`src/rtl/fpbox_pkg.sv`:
```
package fpbox_pkg;

    localparam int FLEN = 64;
    localparam int SLEN = 32;
    localparam int PAD  = FLEN - SLEN;

    localparam logic [SLEN-1:0] SNGL_QNAN = 32'h7FC0_0000;

    typedef enum logic {
        OPC_COMPUTE  = 1'b0,
        OPC_TRANSFER = 1'b1
    } op_class_e;

    typedef enum logic {
        PREC_SINGLE = 1'b0,
        PREC_DOUBLE = 1'b1
    } prec_e;

    typedef logic [FLEN-1:0] freg_t;

    typedef struct packed {
        freg_t val;
        logic  subst;
    } opnd_t;

    function automatic logic upper_all_ones(freg_t r);
        return &r[FLEN-1:SLEN];
    endfunction

    function automatic freg_t box_single(logic [SLEN-1:0] v);
        return {{PAD{1'b1}}, v};
    endfunction

    function automatic freg_t zext_single(logic [SLEN-1:0] v);
        return {{PAD{1'b0}}, v};
    endfunction

endpackage

```
`src/rtl/fpbox_unbox.sv`:
```
module fpbox_unbox
    import fpbox_pkg::*;
(
    input  freg_t     reg_i,
    input  op_class_e cls_i,
    input  prec_e     prec_i,
    output opnd_t     opnd_o
);

    logic            well_boxed;
    logic [SLEN-1:0] low_half;

    assign well_boxed = upper_all_ones(reg_i);
    assign low_half   = reg_i[SLEN-1:0];

    always_comb begin
        opnd_o.val   = reg_i;
        opnd_o.subst = 1'b0;
        if (prec_i == PREC_SINGLE) begin
            if (cls_i == OPC_TRANSFER) begin
                opnd_o.val = zext_single(low_half);
            end else if (well_boxed) begin
                opnd_o.val = zext_single(low_half);
            end else begin
                opnd_o.val   = zext_single(SNGL_QNAN);
                opnd_o.subst = 1'b1;
            end
        end
    end

    always_comb begin
        if (opnd_o.subst)
            assert_subst_is_qnan_R2: assert (opnd_o.val == 64'h0000_0000_7FC0_0000)
                else $error("substituted operand is not the canonical NaN");
        if (prec_i == PREC_DOUBLE)
            assert_double_passthru_R4: assert (opnd_o.val == reg_i && !opnd_o.subst)
                else $error("double operand altered");
        if (prec_i == PREC_SINGLE && cls_i == OPC_TRANSFER)
            assert_xfer_no_check_R3: assert (!opnd_o.subst && opnd_o.val[SLEN-1:0] == reg_i[SLEN-1:0])
                else $error("transfer operand checked or altered");
        if (prec_i == PREC_SINGLE && cls_i == OPC_COMPUTE && !opnd_o.subst)
            assert_kept_only_if_boxed_R1: assert (reg_i[FLEN-1:SLEN] == '1)
                else $error("badly boxed operand used without substitution");
    end

endmodule

```
`src/rtl/fpbox_box.sv`:
```
module fpbox_box
    import fpbox_pkg::*;
(
    input  freg_t res_i,
    input  prec_e prec_i,
    output freg_t wb_o
);

    always_comb begin
        if (prec_i == PREC_SINGLE)
            wb_o = box_single(res_i[SLEN-1:0]);
        else
            wb_o = res_i;
    end

    always_comb begin
        if (prec_i == PREC_SINGLE) begin
            assert_wb_upper_ones_R5: assert (wb_o[FLEN-1:SLEN] == '1 && wb_o[SLEN-1:0] == res_i[SLEN-1:0])
                else $error("single writeback not boxed");
            assert_wb_neg_qnan_R7: assert (wb_o[63] && (&wb_o[62:52]) && wb_o[51])
                else $error("boxed value is not a negative quiet NaN");
        end else begin
            assert_wb_double_R6: assert (wb_o == res_i)
                else $error("double writeback altered");
        end
    end

endmodule

```
`src/rtl/fpbox_unit.sv`:
```
module fpbox_unit
    import fpbox_pkg::*;
#(
    parameter int NSRC = 3
) (
    input  logic [NSRC*FLEN-1:0] rs_data_i,
    input  logic                 op_xfer_i,
    input  logic                 prec_dbl_i,
    output logic [NSRC*FLEN-1:0] opnd_o,
    output logic [NSRC-1:0]      subst_o,
    input  logic [FLEN-1:0]      res_i,
    input  logic                 wb_dbl_i,
    output logic [FLEN-1:0]      wb_data_o
);

    op_class_e cls;
    prec_e     rd_prec;
    prec_e     wr_prec;

    assign cls     = op_class_e'(op_xfer_i);
    assign rd_prec = prec_e'(prec_dbl_i);
    assign wr_prec = prec_e'(wb_dbl_i);

    opnd_t lane_out [NSRC];

    for (genvar k = 0; k < NSRC; k++) begin : g_lane
        fpbox_unbox u_unbox (
            .reg_i  (rs_data_i[k*FLEN +: FLEN]),
            .cls_i  (cls),
            .prec_i (rd_prec),
            .opnd_o (lane_out[k])
        );
        assign opnd_o[k*FLEN +: FLEN] = lane_out[k].val;
        assign subst_o[k]             = lane_out[k].subst;
    end

    fpbox_box u_box (
        .res_i  (res_i),
        .prec_i (wr_prec),
        .wb_o   (wb_data_o)
    );

    always_comb begin
        if (op_xfer_i || prec_dbl_i)
            assert_no_flag_outside_compute_R8: assert (subst_o == '0)
                else $error("substitution flagged outside single compute");
    end

endmodule

```
`config.mk`:
```
export PLATFORM = sky130hd
export DESIGN_NAME = fpbox_unit
export DESIGN_NICKNAME = d
export VERILOG_FILES = /design/src/rtl/fpbox_pkg.sv /design/src/rtl/fpbox_unbox.sv /design/src/rtl/fpbox_box.sv /design/src/rtl/fpbox_unit.sv
export SDC_FILE = /design/constraint.sdc
export NUM_CORES = 1
export LEC_CHECK = 0
export ABC_AREA = 1
export BUFFER_PORTS_ARGS = -buffer_cell sky130_fd_sc_hd__buf_2
export CAP_MARGIN = 20
export CORE_AREA = 4 4 198 200
export DETAILED_ROUTE_END_ITERATION = 10
export DIE_AREA = 0 0 202 204
export PLACE_DENSITY = 0.42
export SYNTH_ARGS = -nofsm -noshare
export SYNTH_HDL_FRONTEND = slang
export SYNTH_SLANG_ARGS = --single-unit
```
`constraint.sdc`:
```
create_clock -name vclk -period 1.1
set_input_delay 0.11 -clock vclk [all_inputs]
set_output_delay 0.11 -clock vclk [all_outputs]
set_load 0.005 [all_outputs]
```
# Word level (Yosys, flattened, before mapping)
# Cells that the tools add are included.
# W data, S select, Z words.
dict set report word_totals {
  out_inout_bits 259
  ff_bits 0
}
dict set report op_classes {
  mux 16
  n_reduce_logical 3
}
# op n
set op_table {}
lappend op_table {{$mux W65} 3}
lappend op_table {{$mux W32} 6}
lappend op_table {{$reduce_and A32 Y1} 3}
lappend op_table {{$mux W64} 1}
lappend op_table {{$mux W1} 6}

# Depth between registers and ports, before layout
dict set report depth {
  word_depth 4
  mapped_depth 7
  mapped_depth_nobuf 7
}

# Cells and area by module
# Synthesis repeated with hierarchy kept, for this count alone.
dict set report hier_totals {
  hier_cells 609
  hier_area_um2 2875.3
}
# mod instances cells_each area_each_um2
set by_module_without_submodules {}
lappend by_module_without_submodules {fpbox_unbox 3 170 787.0}
lappend by_module_without_submodules {fpbox_box 1 99 514.2}

# Worst setup path after synthesis
# No wires, ideal clock.
dict set report synth_timing {
  path_kind {input to output}
  startpoint {input port rs_data_i[164]}
  endpoint {output port opnd_o[131]}
  path_buffers 1
  stages 7
  t_arrival_ns 0.802
  setup_slack_ns 0.188
  path_cell_list {nand2_1 nor2_1 nand2_1 nor2_2 nand2_4 buf_6 a21oi_2}
}
dict set report synth_via {
  elab_chain_len 4
}
# element line
set synth_rtl {}
lappend synth_rtl {{from (decl)} fpbox_unit.sv:6} ;# input logic [NSRC*FLEN-1:0] rs_data_i,
lappend synth_rtl {{$reduce_and A32 Y1} fpbox_pkg.sv:27} ;# return &r[FLEN-1:SLEN];
lappend synth_rtl {{$mux W32} fpbox_unbox.sv:22} ;# end else if (well_boxed) begin
lappend synth_rtl {{$mux W32} fpbox_unbox.sv:20} ;# if (cls_i == OPC_TRANSFER) begin
lappend synth_rtl {{$mux W65} fpbox_unbox.sv:19} ;# if (prec_i == PREC_SINGLE) begin
lappend synth_rtl {{to (decl)} fpbox_unit.sv:9} ;# output logic [NSRC*FLEN-1:0] opnd_o,
# No other way between the ends.

# Worst setup path after layout
dict set report layout_timing {
  startpoint {input port rs_data_i[168]}
  endpoint {output port opnd_o[148]}
}
# Same word-level chain as after synthesis.

==> flow_summary_export.csv <==
group,metric,value,unit
sta,fin_ws,-226.8,ps
place,io_buffer_count,454,
critical_path,worstSetupPathDepth,9,
status,status,"finished with violations",
cells_and_area,clockBufferCount,0,
critical_path,critPathKind,"primary input to output port",
worst_hold_path,min_delay_path_depth,0,
logic_synthesis,synth_area_leader_cell,"inv_1",
sta,worst_pin_slew,261.4,ps
place,dp_slack,-419.9,ps
critical_path,critical-path-top-delay-family,"simple AND/OR/NAND/NOR gates",
grt,grt_antenna_before_repair,1,
detailed_routing,antenna_violating_nets_post_route,0,
floorplanning,row_count,71,
sta,slew_violations,0,
cells_and_area,fin_util,18.85,%
sta,setup_tns,-14850,ps
critical_path,critPathRequiredTime,990,ps
logic_synthesis,netlist_instances,607,
grt,grt_max_degree,33,
logic_synthesis,synth.most_common_cell,"inv_1",
logic_synthesis,syn_avg_cell_area,4.671,um^2
logic_synthesis,ys_warn_count,0,
power_and_ir_drop,finalPower,2.203,mW
critical_path,cp-start-kind,"primary input",
sta,max_freq,753.7,MHz
critical_path,path_cells,"buf_2 -> nand2_2 -> nor2_2 -> nand2_2 -> nor2_4 -> nand2_8 -> buf_12 -> a21oi_4 -> buf_2",
critical_path,cpMaxStageDelayCell,"nor2_4",
critical_path,cp.arrival,1220,ps
logic_synthesis,synth_mux_area_share,0,%
floorplanning,ioPinCount,518,
grt,grt_pass1_wl,27.89,mm
cells_and_area,final_net_count,1342,
critical_path,max_stage_delay,170,ps
logic_synthesis,synth_sequential_area_ratio,0,%
sta,slew_headroom,82.57,%
clock_tree,hold_buffers,0,
floorplanning,design.core.area,0.03740,mm^2
logic_synthesis,synth-xor-area-share,0,%
sta,whs,220.0,ps
detailed_routing,vias,5154,
critical_path,crit_buf_inv,3,
detailed_routing,drt_iter0_drc,169,
detailed_routing,firstDrtPassIters,4,
place,dp_hpwl,16.78,mm
logic_synthesis,synthTopCellsByCount,"inv_1 (227), nand2_1 (215), a21oi_2 (60)",
power_and_ir_drop,power.density,312.5,mW/mm^2
cells_and_area,layout.sequential_cells,0,
grt,gr-total-overflow,0,
floorplanning,start_util,7.581,%
run,maxCapViolCount,0,
sta,period_needed,1327,ps
power_and_ir_drop,ir_drop,0.0001702,V
detailed_routing,wl_per_cell,12.61,um
detailed_routing,wl,20.09,mm
sta,post-route-period-util,120.6,%
logic_synthesis,synth-compound-area-share,20.12,%
power_and_ir_drop,leakagePower,4.710,nW
sta,setup_viol,99,
logic_synthesis,syn_nets,866,
grt,grt.total_usage,8.432,%
cells_and_area,drive_gt1_share,63.37,%
place,place_congestion,0.8220,
cells_and_area,regArea,0,um^2
grt,grt_pass1_vias,5146,
detailed_routing,remaining_drc_errors,0,
critical_path,crit_path_end_kind,"output port",
logic_synthesis,synthAdderAreaFrac,0,%
logic_synthesis,synth_top_family_by_area,"buffers and inverters",
detailed_routing,vias_per_cell,3.235,
cells_and_area,area_growth,148.6,%
logic_synthesis,synth_area,0.002835,mm^2
logic_synthesis,yosys-top-cells-area,"inv_1 (30%), nand2_1 (28%), a21oi_2 (19%), buf_4 (10%), nor2_1 (3.4%)",
floorplanning,die-area,0.04121,mm^2
sta,finalHoldViolCount,0,
logic_synthesis,post_synth_and_or_nand_nor_area_fraction,34.86,%
sta,rsz0062_at_grt,"true",
worst_hold_path,hold_path.class,"primary input to output port",
floorplanning,die_x,202,um
floorplanning,die_y,204,um
logic_synthesis,yosys.cell_types.count,14,
logic_synthesis,yosysTopAreaCellShare,30.05,%
critical_path,crit_fanout,6,
status,violations,"negative setup slack",
==> cells by family after synthesis <==
| family | after synthesis |
|---|---|
| buffers and inverters | 286 |
| AOI/OAI and AO/OA | 69 |
| and+or+nand+nor | 252 |
==> worst paths after layout <==
path	slack, ps	startpoint	end
setup / recovery	-230	rs_data_i[168]	opnd_o[148]
hold / removal	220	res_i[5]	wb_data_o[5]
==> cells in the final DEF, fill, tap and decap left out, types with 10 or more instances in the layout <==
cell type  instances
buf_2            390
inv_1            225
nand2_1          158
a21oi_2           59
buf_4             57
buf_6             56
nand2_2           43
nand2_4           17
buf_8             13
nor2_4            12
buf_12            11
nor2_1            10
==> layout make-up <==
| cell class | instances | area [um^2] |
|---|---|---|
| tap | 511 | 639.4 |
| multi-input combinational | 324 | 2048 |
| inverter | 227 | 852.1 |
| antenna | 1 | 2.502 |
| timing repair buffer | 530 | 3506 |
| fill | 4242 | 30350 |
==> power breakdown <==
group	internal, mW	switching, mW	total, mW	leakage [nW]
clock	0.000000122	0	0.000000122	0.00000634
sequential	0	0	0	0
combinational	1.18	1.02	2.20	4.71
total	1.18	1.02	2.20	4.71
==> layer usage <==
| metal | vias to the layer above | GRT usage [%] | wire length [um] |
|---|---|---|---|
| met3 | 18 | 1.920 | 1862 |
| li1 | 2568 | - | - |
| met5 | - | 0 | 0 |
| met2 | 333 | 17.57 | 11010 |
| met1 | 2235 | 8.276 | 6658 |
| met4 | 0 | 2.026 | 559 |
==> stage by stage <==
step	cell area [um^2]	instances
finish	7048	1593
global route	7048	1593
CTS	6670	1593
detailed placement	5893	1577
global placement	5893	1577
floorplan	2835	607
==> what timing repair did <==
item,CTS,global route
setup buffers,9,1
gates cloned,7,2
endpoints found under the setup margin,99,99
gates resized for setup,123,99
pin swaps,53,59
No activity file was read; power rests on OpenSTA's default activity.
